## config.mk

```make
export PLATFORM = sky130hd
export DESIGN_NAME = reset_sequencer
export DESIGN_NICKNAME = d
export VERILOG_FILES = /design/src/rtl/rstseq_pkg.sv /design/src/rtl/rstseq_wdog.sv /design/src/rtl/rstseq_phase.sv /design/src/rtl/rstseq_cause.sv /design/src/rtl/reset_sequencer.sv
export SDC_FILE = /design/constraint.sdc
export NUM_CORES = 1
export LEC_CHECK = 0
export BUFFER_PORTS_ARGS = -buffer_cell sky130_fd_sc_hd__buf_2
export CORE_MARGIN = 5
export CORE_UTILIZATION = 55
export CTS_CLUSTER_DIAMETER = 60
export DETAILED_ROUTE_END_ITERATION = 10
export GPL_TIMING_DRIVEN = 0
export PLACE_DENSITY = 0.78
export SETUP_SLACK_MARGIN = 0.4
export SLEW_MARGIN = 20
export SYNTH_ARGS = -nofsm -noshare
export SYNTH_HDL_FRONTEND = slang
export SYNTH_SLANG_ARGS = --single-unit
```

## constraint.sdc

```tcl
create_clock -name clk -period 4 [get_ports clk]
set_clock_uncertainty 0.1 [all_clocks]
set_input_delay 0.4 -clock clk [delete_from_list [all_inputs] [get_ports clk]]
set_output_delay 0.4 -clock clk [all_outputs]
set_load 0.01 [all_outputs]
```

## src/rtl/rstseq_pkg.sv

```systemverilog
package rstseq_pkg;
   typedef enum logic [1:0] {PH_DOWN, PH_SETTLE, PH_STAGGER, PH_RUN} phase_e;
   localparam int NCAUSE  = 4;
   localparam int C_SUPPLY = 0;
   localparam int C_WDOG   = 1;
   localparam int C_OPC    = 2;
   localparam int C_FETCH  = 3;
endpackage

```

## src/rtl/rstseq_wdog.sv

```systemverilog
module rstseq_wdog #(
   parameter int WD_W = 18
) (
   input  logic clk,
   input  logic supply_low,
   input  logic run,
   input  logic kick,
   output logic expire
);
   localparam logic [WD_W-1:0] WD_TOP = '1;

   logic [WD_W-1:0] cnt_q;

   always_ff @(posedge clk or posedge supply_low) begin
      if (supply_low)        cnt_q <= '0;
      else if (!run || kick) cnt_q <= '0;
      else                   cnt_q <= cnt_q + 1'b1;
   end

   assign expire = run && !kick && (cnt_q == WD_TOP);
endmodule

```

## src/rtl/rstseq_phase.sv

```systemverilog
module rstseq_phase
   import rstseq_pkg::*;
#(
   parameter int SETTLE_CYC = 4096,
   parameter int PIN_DLY    = 32,
   parameter int CPU_DLY    = 64
) (
   input  logic clk,
   input  logic supply_low,
   input  logic int_rst,
   output logic clk_hold,
   output logic rst_pin_n,
   output logic cpu_rst,
   output logic run
);
   localparam int CNT_MAX = (SETTLE_CYC > CPU_DLY) ? SETTLE_CYC : CPU_DLY;
   localparam int CW      = $clog2(CNT_MAX + 1);
   localparam logic [CW-1:0] SETTLE_END = CW'(SETTLE_CYC - 1);
   localparam logic [CW-1:0] CPU_END    = CW'(CPU_DLY - 1);
   localparam logic [CW-1:0] PIN_AT     = CW'(PIN_DLY);

   phase_e        ph_q;
   logic [CW-1:0] cnt_q;

   always_ff @(posedge clk or posedge supply_low) begin
      if (supply_low) begin
         ph_q  <= PH_DOWN;
         cnt_q <= '0;
      end else begin
         unique case (ph_q)
            PH_DOWN: begin
               ph_q  <= PH_SETTLE;
               cnt_q <= CW'(1);
            end
            PH_SETTLE: begin
               if (cnt_q == SETTLE_END) begin
                  ph_q  <= PH_STAGGER;
                  cnt_q <= '0;
               end else begin
                  cnt_q <= cnt_q + 1'b1;
               end
            end
            PH_STAGGER: begin
               if (cnt_q == CPU_END) begin
                  ph_q  <= PH_RUN;
                  cnt_q <= '0;
               end else begin
                  cnt_q <= cnt_q + 1'b1;
               end
            end
            PH_RUN: begin
               if (int_rst) begin
                  ph_q  <= PH_STAGGER;
                  cnt_q <= '0;
               end
            end
            default: begin
               ph_q  <= PH_DOWN;
               cnt_q <= '0;
            end
         endcase
      end
   end

   always_comb begin
      clk_hold  = (ph_q == PH_DOWN) || (ph_q == PH_SETTLE);
      run       = (ph_q == PH_RUN);
      cpu_rst   = !run;
      rst_pin_n = run || ((ph_q == PH_STAGGER) && (cnt_q >= PIN_AT));
   end
endmodule

```

## src/rtl/rstseq_cause.sv

```systemverilog
module rstseq_cause
   import rstseq_pkg::*;
(
   input  logic              clk,
   input  logic              supply_low,
   input  logic [NCAUSE-1:0] take,
   input  logic              rd,
   output logic [NCAUSE-1:0] cause_q
);
   logic any_take;
   assign any_take = |take;

   for (genvar i = 0; i < NCAUSE; i++) begin : g_bit
      if (i == C_SUPPLY) begin : g_async
         always_ff @(posedge clk or posedge supply_low) begin
            if (supply_low)          cause_q[i] <= 1'b1;
            else if (any_take || rd) cause_q[i] <= 1'b0;
         end
      end else begin : g_sync
         always_ff @(posedge clk or posedge supply_low) begin
            if (supply_low)    cause_q[i] <= 1'b0;
            else if (any_take) cause_q[i] <= take[i];
            else if (rd)       cause_q[i] <= 1'b0;
         end
      end
   end
endmodule

```

## src/rtl/reset_sequencer.sv

```systemverilog
module reset_sequencer
   import rstseq_pkg::*;
#(
   parameter int          SETTLE_CYC = 4096,
   parameter int          PIN_DLY    = 32,
   parameter int          CPU_DLY    = 64,
   parameter int          WD_W       = 18,
   parameter int          ADDR_W     = 16,
   parameter logic [15:0] WD_ADDR    = 16'hFFFF
) (
   input  logic              clk,
   input  logic              supply_low,
   input  logic              bus_valid,
   input  logic              bus_fetch,
   input  logic              bus_wr,
   input  logic              bus_unmapped,
   input  logic [ADDR_W-1:0] bus_addr,
   input  logic              bad_opc,
   input  logic              stop_exec,
   input  logic              stop_ok,
   input  logic              cause_rd,
   output logic              clk_hold,
   output logic              rst_pin_n,
   output logic              cpu_rst,
   output logic [NCAUSE-1:0] cause_q
);
   if (SETTLE_CYC < 2)     begin : g_bad_settle $error("SETTLE_CYC must be at least 2"); end
   if (PIN_DLY < 1)        begin : g_bad_pin    $error("PIN_DLY must be at least 1"); end
   if (CPU_DLY <= PIN_DLY) begin : g_bad_cpu    $error("CPU_DLY must exceed PIN_DLY"); end
   if (WD_W < 2)           begin : g_bad_wd     $error("WD_W must be at least 2"); end
   if (ADDR_W > 16)        begin : g_bad_addr   $error("ADDR_W must not exceed 16"); end

   localparam logic [ADDR_W-1:0] KICK_ADDR = WD_ADDR[ADDR_W-1:0];

   logic              run, kick, expire, opc_bad, fetch_bad;
   logic [NCAUSE-1:0] take;

   assign kick      = bus_valid && bus_wr && (bus_addr == KICK_ADDR);
   assign opc_bad   = bad_opc || (stop_exec && !stop_ok);
   assign fetch_bad = bus_valid && bus_fetch && bus_unmapped;

   always_comb begin
      take           = '0;
      take[C_WDOG]   = run && expire;
      take[C_OPC]    = run && opc_bad;
      take[C_FETCH]  = run && fetch_bad;
   end

   rstseq_wdog #(.WD_W(WD_W)) i_wdog (
      .clk(clk), .supply_low(supply_low), .run(run), .kick(kick), .expire(expire)
   );

   rstseq_phase #(.SETTLE_CYC(SETTLE_CYC), .PIN_DLY(PIN_DLY), .CPU_DLY(CPU_DLY)) i_phase (
      .clk(clk), .supply_low(supply_low), .int_rst(|take),
      .clk_hold(clk_hold), .rst_pin_n(rst_pin_n), .cpu_rst(cpu_rst), .run(run)
   );

   rstseq_cause i_cause (
      .clk(clk), .supply_low(supply_low), .take(take), .rd(cause_rd), .cause_q(cause_q)
   );
endmodule

```

==> run metrics, run 1 <==
design area=2380 um2; most frequent cells in the layout=dfrtp_1 (36), buf_2 (33), nor2_1 (28); htree depth=2; largest net degree at the start of global routing=38; Crit. End Element=flip-flop; setup bufs post-CTS=0; global-route wire length before repair=7220 um; register bit total from synthesis=37; Clock Path Buffers=2; post-DR vias/cell=5.58; Initial Util=56.1%; CTS Buf Count=5; RSZ-0062 raised after global routing=no; simple-gate share of the synthesized area=28.3%; Adder-Cell Fraction of Synth Area=1.86%; I/O pins=33; VDD IR max=205 uV; CP max FO=10; max cap viols=0; sequential-to-total area share from yosys stat=45.9%; syn_area_per_cell=9.67 um2; final setup vio count=0; Rel. slew slack=49.0%; asr flop ratio synth=100%; Tmin final=2.47 ns; Hold WS=0.145 ns; port buffer count=32; dpl hpwl=3030 um; Largest stage delay, worst path=0.44 ns; Final WS setup=1.53 ns; area post-placement=2240 um2; DIE HEIGHT=70.6 um; grt total ovfl=0; Worst Hold Class=in2async; Routed WL=4230 um; gr usage total=18.1%; DIE WIDTH=70.6 um; final hold vios=0; Lkg Pwr=1.10 nW; Crit-path slowest cell=o41ai_2; Slew Viols, Final=0; critical path class=reg2reg; post_cts resized=0; Antenna Nets Post-Route=0; First DRT Iteration DRCs=125; vias=1657; root buffer cell=clkbuf_8; Synth top area share=44.6%; dpl ws=1.57 ns; Synth area leaders=dfrtp_1 (45%), nor2_1 (5.2%), xnor2_1 (3.9%); DRC errors left=0; gate count of the mapped netlist=209; critical path cell sequence=ha_1 > nand3_1 > o41ai_2 > o2bb2ai_1 > clkbuf_1 > nor3b_1 > a211o_1; xor/xnor share of the synthesized area=7.36%; Syn-to-layout area delta=17.5%; layout cell share with drive strength beyond 1=22.5%; router iterations before antenna repair=4; vias in the first global route=1605; Worst setup SP type=flip-flop; outcome=finished, final reports clean; clk sinks=37; synthesized area=2020 um2; Worst EP arrival=2.55 ns; antenna cells=0; CTS tree=done; Least-Margin Pin Slew=0.763 ns; Buf/Inv on CP=1; setup TNS=0 ns; Crit path required time=4.08 ns; Placer Congestion=0.824; Most used DFF post-synth=dfrtp_1; post-synthesis mux area share=1.24%; power per standard cell area=372 nW/um2; most common library cell in the layout ignoring fill and taps=dfrtp_1; row cnt=22; fin crit share=61.8%; largest family of logic cells by synthesized area=simple AND/OR/NAND/NOR gates; Clk pin slew, worst setup/hold paths=0.07 ns; area of the core=3610 um2; Worst path top cell family by delay=compound AO/OA/AOI/OAI gates; post-synth cell types=48; Peak Freq=0.404 GHz; number of synthesized flops with an enable pin=0; fin nets=277; later-pin clock latency in the skew report=0.29 ns; CTS hold repair buffers=0; Compound-Gate Fraction of Synth Area=12.0%; synthesized net count=238; Synth warnings=0; die footprint=4990 um2; post-synth top area cell=dfrtp_1; antenna violations before repair=0; Routed wire per std cell=14.2 um
per-stage QoR:
step / power (mW) / instances / utilization (%)
floorplan: 0.479 / 209 / -
global placement: 0.503 / 289 / 62.2
detailed placement: 0.507 / 289 / 62.2
CTS: 0.891 / 297 / 65.9
global route: 0.918 / 297 / 65.9
finish: 0.883 / 297 / 65.9
flip-flops by register name, indices dropped and copies added, names as in the netlist:
register and flops:
i_phase.ph_q 2, i_cause.cause_q 4, i_wdog.cnt_q 18, i_phase.cnt_q 13
where the power goes:
| group | internal (mW) | switching, mW |
|---|---|---|
| clock network | 0.248 | 0.134 |
| logic | 0.0403 | 0.0295 |
| registers | 0.397 | 0.0343 |
| total | 0.685 | 0.198 |
cell type report:
cell class	instances	area (um2)
inverter	11	41.3
buffer	5	27.5
tap	48	60.1
timing repair buffer	32	160
clock buffer	5	68.8
fill	309	1230
sequential	37	927
clock inverter	3	65.1
multi-input combinational	156	1030
logic make-up (layout without fill, tap and decap cells):
kind of cell / Yosys count / in the layout
AO/OA/AOI/OAI: 27 / 27
XOR/XNOR: 17 / 17
adder cells (fa/ha/maj): 3 / 3
buffers and inverters: 16 / 56
flip-flops: 37 / 37
multiplexers: 2 / 2
AND/OR/NAND/NOR: 107 / 107
final timing paths:
| check | slack, ns | to | startpoint | cells past startpoint |
|---|---|---|---|---|
| worst max-delay path | 1.53 | i_phase.cnt_q[7]$_DFFE_PP0P_ | i_phase.cnt_q[0]$_DFFE_PP0P_ | 7 |
| worst min-delay path | 0.15 | i_wdog.cnt_q[17]$_DFF_PP0_ | supply_low | 2 |
| worst max register to register | 1.53 | i_phase.cnt_q[7]$_DFFE_PP0P_ | i_phase.cnt_q[0]$_DFFE_PP0P_ | 7 |
| worst min register to register | 0.39 | i_wdog.cnt_q[0]$_DFF_PP0_ | i_wdog.cnt_q[0]$_DFF_PP0_ | 1 |
| max in group asynchronous | 3.17 | i_cause.cause_q[1]$_DFFE_PP0P_ | supply_low | 2 |
| min in group clk | 0.32 | i_cause.cause_q[1]$_DFFE_PP0P_ | cause_rd | 3 |
synth_stat cells (2+ instances only):
cell type / instances
nand4_1: 12
and2_1: 2
o21ai_0: 4
a21oi_1: 2
a22o_2: 2
nand2_1: 18
and3_1: 7
xor2_1: 8
a21o_2: 2
nor3b_1: 7
ha_1: 3
clkbuf_1: 2
dfrtp_1: 36
nor3_1: 5
xnor2_1: 9
nor4_1: 3
inv_1: 11
nand3_1: 14
o21a_1: 2
nor2_1: 28
a211o_1: 5
layer usage:
layer,up-vias,track usage [%],part of all wire [%]
met3,6,5.26,5.0
met5,-,0,0
li1,819,-,-
met2,45,28.4,46
met1,787,24.3,48
met4,0,5.64,1.3
No activity file was read; power rests on OpenSTA's default activity.
==> run 2, diff against run 1 <==
--- a/config.mk
+++ b/config.mk
@@ -5,13 +5,14 @@
 export SDC_FILE = /design/constraint.sdc
 export NUM_CORES = 1
 export LEC_CHECK = 0
+export ABC_AREA = 1
 export BUFFER_PORTS_ARGS = -buffer_cell sky130_fd_sc_hd__buf_2
 export CORE_MARGIN = 5
 export CORE_UTILIZATION = 55
 export CTS_CLUSTER_DIAMETER = 60
 export DETAILED_ROUTE_END_ITERATION = 10
 export GPL_TIMING_DRIVEN = 0
-export PLACE_DENSITY = 0.78
+export PLACE_DENSITY = 0.77
 export SETUP_SLACK_MARGIN = 0.4
 export SLEW_MARGIN = 20
 export SYNTH_ARGS = -nofsm -noshare
==> constraint.sdc (replaced) <==
create_clock -name clk -period 2.4 [get_ports clk]
set_clock_uncertainty 0.1 [all_clocks]
set_input_delay 0.24 -clock clk [delete_from_list [all_inputs] [get_ports clk]]
set_output_delay 0.24 -clock clk [all_outputs]
set_load 0.01 [all_outputs]
==> run 2 against run 1 <==
Utilization decreased by 0.58 points. Count of clock-buffer cells in the layout increased by 2. Sequential power increased by 45%. Via count increased by 13%. Die area increased by 9.2%. Design area increased by 9.2%.
==> run metrics, run 2 <==
Slew Viols, Final=0; DIE WIDTH=73.8 um; xor/xnor share of the synthesized area=5.47%; fin crit share=77.0%; final design utilization=65.3%; cell with the most instances after synthesis=nand2_1; final setup vio count=0; Synth area leaders=dfrtp_1 (40%), nand2_1 (11%), nor2_1 (7.5%); Crit path required time=2.47 ns; top cells by count, synth=nand2_1 (63), nor2_1 (45), dfrtp_1 (36), inv_1 (33), nand3_1 (13); dpl hpwl=3450 um; grt total ovfl=0; htree depth=2; Most flops, register=i_wdog.cnt_q; VDD IR max=251 uV; Synth top area share=40.2%; largest net degree at the start of global routing=26; simple-gate share of the synthesized area=33.8%; Synth warnings=0; DRC errors left=0; Antenna Nets Post-Route=0; critical path class=reg2reg; Initial Util=56.4%; power per standard cell area=445 nW/um2; die footprint=5450 um2; max cap viols=0; area of the core=3970 um2; outcome=finished, final reports clean; most common library cell in the layout ignoring fill and taps=nand2_1; router iterations before antenna repair=4; Routed WL=4480 um; First DRT Iteration DRCs=69; asr flop ratio synth=100%; clk sinks=37; Syn-to-layout area delta=15.8%; layout cell share with drive strength beyond 1=25.4%; Clk pin slew, worst setup/hold paths=0.07 ns; Most used DFF post-synth=dfrtp_1; Worst EP arrival=1.92 ns; post-synthesis mux area share=0%; antenna violations before repair=0; critical path cell sequence=ha_1 > nand2_2 > nor2_4 > nand3_4 > nor3_4 > nand2_4 > nand3_4 > buf_12 > o21bai_2; post-synth cell types=33; Largest stage delay, worst path=0.47 ns; port buffer count=32; Hold WS=0.153 ns; most frequent cells in the layout=nand2_1 (63), nor2_1 (45), dfrtp_1 (36); largest family of logic cells by synthesized area=simple AND/OR/NAND/NOR gates; Tmin final=1.85 ns; fin nets=355; I/O pins=33; CP max FO=10; Buf/Inv on CP=1; sequential-to-total area share from yosys stat=41.4%; syn_area_per_cell=7.86 um2; RSZ-0062 raised after global routing=no; row cnt=23; global-route wire length before repair=7910 um; gr usage total=18.6%; CTS Buf Count=5; Adder-Cell Fraction of Synth Area=1.68%; max reg flops=18; Clock Path Buffers=2; Rel. slew slack=75.4%; Largest regs=i_wdog.cnt_q x18, i_phase.cnt_q x13, i_cause.cause_q x4; Compound-Gate Fraction of Synth Area=9.50%; Crit. End Element=flip-flop; r2r setup slk=0.55 ns; later-pin clock latency in the skew report=0.29 ns; crit-path most repeated cell=nand3_4; post-synth top area cell=dfrtp_1; gate count of the mapped netlist=285; root buffer cell=clkbuf_8; Routed wire per std cell=11.9 um; Crit-path slowest cell=dfrtp_1; Worst Hold Class=in2reg; Least-Margin Pin Slew=0.368 ns; post-DR vias/cell=4.96; vias in the first global route=1864; synthesized area=2240 um2; setup TNS=0 ns; vias=1870; number of synthesized flops with an enable pin=0; Peak Freq=0.541 GHz; final hold vios=0; register bit total from synthesis=37; synthesized net count=314; Worst path top cell family by delay=simple AND/OR/NAND/NOR gates; CTS tree=done; DIE HEIGHT=73.8 um; Placer Congestion=0.827; Lkg Pwr=1.20 nW; antenna cells=0; Worst setup SP type=flip-flop
## run 2: cell count changes after synthesis, moves of 7 or more
cell     change
nor2_1      +17
o21ai_2      +7
and3_1       -7
xnor2_1      -7
nand2_1     +45
inv_2        +8
inv_1       +22
nor3b_1      -7
## run 2: final cells by class
cell class	instances	area [um2]
Fill cell	363	1380
Multi-Input combinational cell	204	1130
Sequential cell	37	927
Timing Repair Buffer	34	190
Inverter	42	158
Clock buffer	7	96.3
Tap cell	50	62.6
Buffer	2	25.0
Clock inverter	1	5.00
## run 2: logic make-up after synthesis
| logic type | Yosys count |
|---|---|
| AND/OR/NAND/NOR | 156 |
| XOR/XNOR | 14 |
| adder cells (fa/ha/maj) | 3 |
| flip-flops | 37 |
| AO/OA/AOI/OAI | 31 |
| buffers and inverters | 44 |
## run 2: power breakdown
group / switching, mW / internal, mW / total [mW]
Clock: 0.226 / 0.260 / 0.486
Sequential: 0.0000000000000000656 / 0.623 / 0.623
Combinational: 0.0222 / 0.0216 / 0.0438
## run 2: repair_timing
action	in CTS	in global routing
buffers inserted	0	0
hold endpoints to repair	11	0
hold buffers	1	0
gates resized for setup	0	0
## run 2: routing by layer
layer  vias to the layer above  GRT usage (%)  routed length [um]
met5                         -              0                   0
met4                         0           7.44                  66
met3                         7           4.38                 143
met2                        28           33.1                2260
met1                       855           21.3                2000
li1                        980              -                   -
## run 2: stage by stage
| stage | total power [mW] | setup slack, ns | instance area, um2 | instances |
|---|---|---|---|---|
| after floorplan | 0.651 | 0.769 | 2240 | 285 |
| after global placement | 0.674 | 0.574 | 2460 | 367 |
| after detailed placement | 0.679 | 0.565 | 2480 | 368 |
| after CTS | 1.16 | 0.536 | 2590 | 377 |
| after global routing | 1.19 | 0.416 | 2590 | 377 |
| final | 1.15 | 0.551 | 2590 | 377 |
## run 2: tightest hold or removal path, delay by kind of cell
family                 cells  cell delay [ns]
buffers and inverters      2             0.10
and+or+nand+nor            2             0.20
## run 2: path summary, 6_finish.rpt
path | cells past startpoint | to | from
worst max-delay path | 9 | i_phase.cnt_q[5]$_DFFE_PP0P_ | i_wdog.cnt_q[0]$_DFF_PP0_
worst min-delay path | 4 | i_cause.cause_q[0]$_DFFE_PP1P_ | cause_rd
worst max register to register | 9 | i_phase.cnt_q[5]$_DFFE_PP0P_ | i_wdog.cnt_q[0]$_DFF_PP0_
worst min register to register | 2 | i_cause.cause_q[0]$_DFFE_PP1P_ | i_cause.cause_q[0]$_DFFE_PP1P_
max in group asynchronous | 4 | i_phase.cnt_q[1]$_DFFE_PP0P_ | supply_low
min in group asynchronous | 3 | i_wdog.cnt_q[10]$_DFF_PP0_ | supply_low
==> run 3, diff against run 2 <==
--- a/config.mk
+++ b/config.mk
@@ -8,11 +8,11 @@
 export ABC_AREA = 1
 export BUFFER_PORTS_ARGS = -buffer_cell sky130_fd_sc_hd__buf_2
 export CORE_MARGIN = 5
-export CORE_UTILIZATION = 55
+export CORE_UTILIZATION = 51
 export CTS_CLUSTER_DIAMETER = 60
 export DETAILED_ROUTE_END_ITERATION = 10
 export GPL_TIMING_DRIVEN = 0
-export PLACE_DENSITY = 0.77
+export PLACE_DENSITY = 0.75
 export SETUP_SLACK_MARGIN = 0.4
 export SLEW_MARGIN = 20
 export SYNTH_ARGS = -nofsm -noshare
==> constraint.sdc (replaced) <==
create_clock -name clk -period 1.7 [get_ports clk]
set_clock_uncertainty 0.1 [all_clocks]
set_input_delay 0.17 -clock clk [delete_from_list [all_inputs] [get_ports clk]]
set_output_delay 0.17 -clock clk [all_outputs]
set_load 0.01 [all_outputs]
==> run 3 against run 2 <==
Fmax up 9.8%. Critical path depth grew 1. Routed wire length up 33%. Final cell count up 9.8%. Clock power up 62%. Utilization grew 8.1 points. First-iteration DRC count is 45% higher. Sequential power grew 41%. Design area is 22% higher. Sequential share of layout area down 6.2 points. Non-clock buffer count increased by 34. Combinational power up 47%. Largest power group unchanged. Highest routed layer unchanged.
==> run metrics, run 3 (same netlist as run 2, synthesis figures left out) <==
area of the core=4290 um2; CTS Buf Count=5; Crit-path slowest cell=dfrtp_2; largest net degree at the start of global routing=35; Worst Hold Class=in2reg; Clk pin slew, worst setup/hold paths=0.09 ns; Buf/Inv on CP=2; Final WS setup=0.0161 ns; final setup vio count=0; antenna cells=0; router iterations before antenna repair=4; Most flops, register=i_wdog.cnt_q; Lkg Pwr=1.52 nW; fin nets=390; Reg-to-Reg Start=i_wdog.cnt_q[0]$_DFF_PP0_; r2r setup slk=0.02 ns; dpl ws=-0.120 ns; Worst EP arrival=1.76 ns; Routed WL=5970 um; die footprint=5820 um2; vias in the first global route=2164; worst setup path startpoint=i_wdog.cnt_q[0]$_DFF_PP0_; Clock Path Buffers=2; later-pin clock latency in the skew report=0.29 ns; Crit path required time=1.77 ns; critical path cell sequence=ha_4 > nand2_4 > nor2_4 > nand3_4 > nor3_4 > nand2_4 > nand3_4 > buf_6 > buf_12 > o21ai_4; port buffer count=32; VDD IR max=370 uV; Worst path top cell family by delay=simple AND/OR/NAND/NOR gates; Crit. End Element=flip-flop; design area=3150 um2; area post-placement=2490 um2; Slew Viols, Final=0; DIE HEIGHT=76.3 um; final hold vios=0; Tmin final=1.68 ns; max cap viols=0; Largest stage delay, worst path=0.40 ns; layout cell share with drive strength beyond 1=42.0%; DRC errors left=0; Peak Freq=0.594 GHz; row cnt=24; Syn-to-layout area delta=40.7%; gr usage total=19.5%; # fillers=315; most frequent cells in the layout=nand2_1 (54), nor2_1 (36), dfrtp_1 (34); Placed Instances=370; Placer Congestion=0.785; Worst setup SP type=flip-flop; global-route wire length before repair=9470 um; Finished Layout Cells=414; grt total ovfl=0; DIE WIDTH=76.3 um; RSZ-0062 raised after global routing=yes; Largest regs=i_wdog.cnt_q x18, i_phase.cnt_q x13, i_cause.cause_q x4; clk sinks=37; setup TNS=0 ns; CP max FO=5; footprint of the multi-input gates=1350 um2; htree depth=2; antenna violations before repair=0; First DRT Iteration DRCs=100; Rel. slew slack=67.6%; root buffer cell=clkbuf_8; dpl hpwl=3490 um; Initial Util=52.2%; fin crit share=99.1%; Least-Margin Pin Slew=0.485 ns; Routed wire per std cell=14.4 um; power per standard cell area=548 nW/um2; I/O pins=33; critical path class=reg2reg; max reg flops=18; CTS tree=done; FF+latch area=930 um2; outcome=finished, final reports clean; Antenna Nets Post-Route=0; Total Power=1.73 mW; worst hold start=cause_rd; post-DR vias/cell=5.28; most common library cell in the layout ignoring fill and taps=nand2_1; vias=2185
-- run 3: changes by cell type in the layout (fill, tap and decap cells not counted), moves of 4 or more --
cell / change
nor2_2: +4
buf_4: +24
nand2_4: +8
nor2_4: +5
nand2_1: -9
buf_6: +8
nor2_1: -9
nand3_2: +4
nand3_1: -6
-- run 3: final timing paths --
kind | to | cells past startpoint
setup / recovery | i_phase.cnt_q[8]$_DFFE_PP0P_ | 10
hold / removal | i_cause.cause_q[0]$_DFFE_PP1P_ | 4
setup reg to reg | i_phase.cnt_q[8]$_DFFE_PP0P_ | 10
hold reg to reg | i_cause.cause_q[0]$_DFFE_PP1P_ | 2
max in group asynchronous | i_wdog.cnt_q[0]$_DFF_PP0_ | 4
min in group asynchronous | i_cause.cause_q[3]$_DFFE_PP0P_ | 3
-- run 3: per-layer routing --
layer | wire length (um) | GRT usage, % | vias to the layer above
met4 | 133 | 7.34 | 0
li1 | - | - | 1057
met3 | 212 | 4.49 | 15
met1 | 2310 | 22.8 | 1063
met2 | 3310 | 34.6 | 50
met5 | 0 | 0 | -
-- run 3: tightest hold or removal path: stages --
cell and delay, ns:
buf_2 0.07, inv_1 0.05, nand3_4 0.08, nor2_1 0.04
-- run 3: area by class of cell --
| cell class | instances | share of cell area, % |
|---|---|---|
| sequential | 37 | 29.5 |
| timing repair buffer | 68 | 16.1 |
| clock inverter | 3 | 1.47 |
| inverter | 42 | 5.00 |
| multi-input combinational | 205 | 42.9 |
| tap | 52 | 2.06 |
| clock buffer | 5 | 2.18 |
| buffer | 2 | 0.794 |
-- run 3: what timing repair did --
| action | 4_1_cts | 5_1_grt |
|---|---|---|
| setup endpoints to repair | 36 | 40 |
| cloned | 2 | 0 |
| pin swaps | 11 | 15 |
| gates resized for setup | 28 | 33 |
| endpoints found under the hold margin | 37 | 0 |
| buffers inserted | 26 | 7 |
| hold buffers | 1 | 0 |
-- run 3: where the power goes --
part / switching (mW) / internal [mW] / total (mW)
clock: 0.346 / 0.439 / 0.785
sequential: 0.0000000000000000892 / 0.879 / 0.879
combinational: 0.0328 / 0.0316 / 0.0643
-- run 3: per-stage QoR --
| stage | utilization (%) | hold slack [ns] |
|---|---|---|
| finish | 73.4 | 0.0221 |
| global placement | 57.6 | 0.330 |
| global route | 73.4 | 0.0453 |
| detailed placement | 58.0 | -0.0535 |
| CTS | 69.0 | 0.0172 |
| floorplan | - | 0.249 |
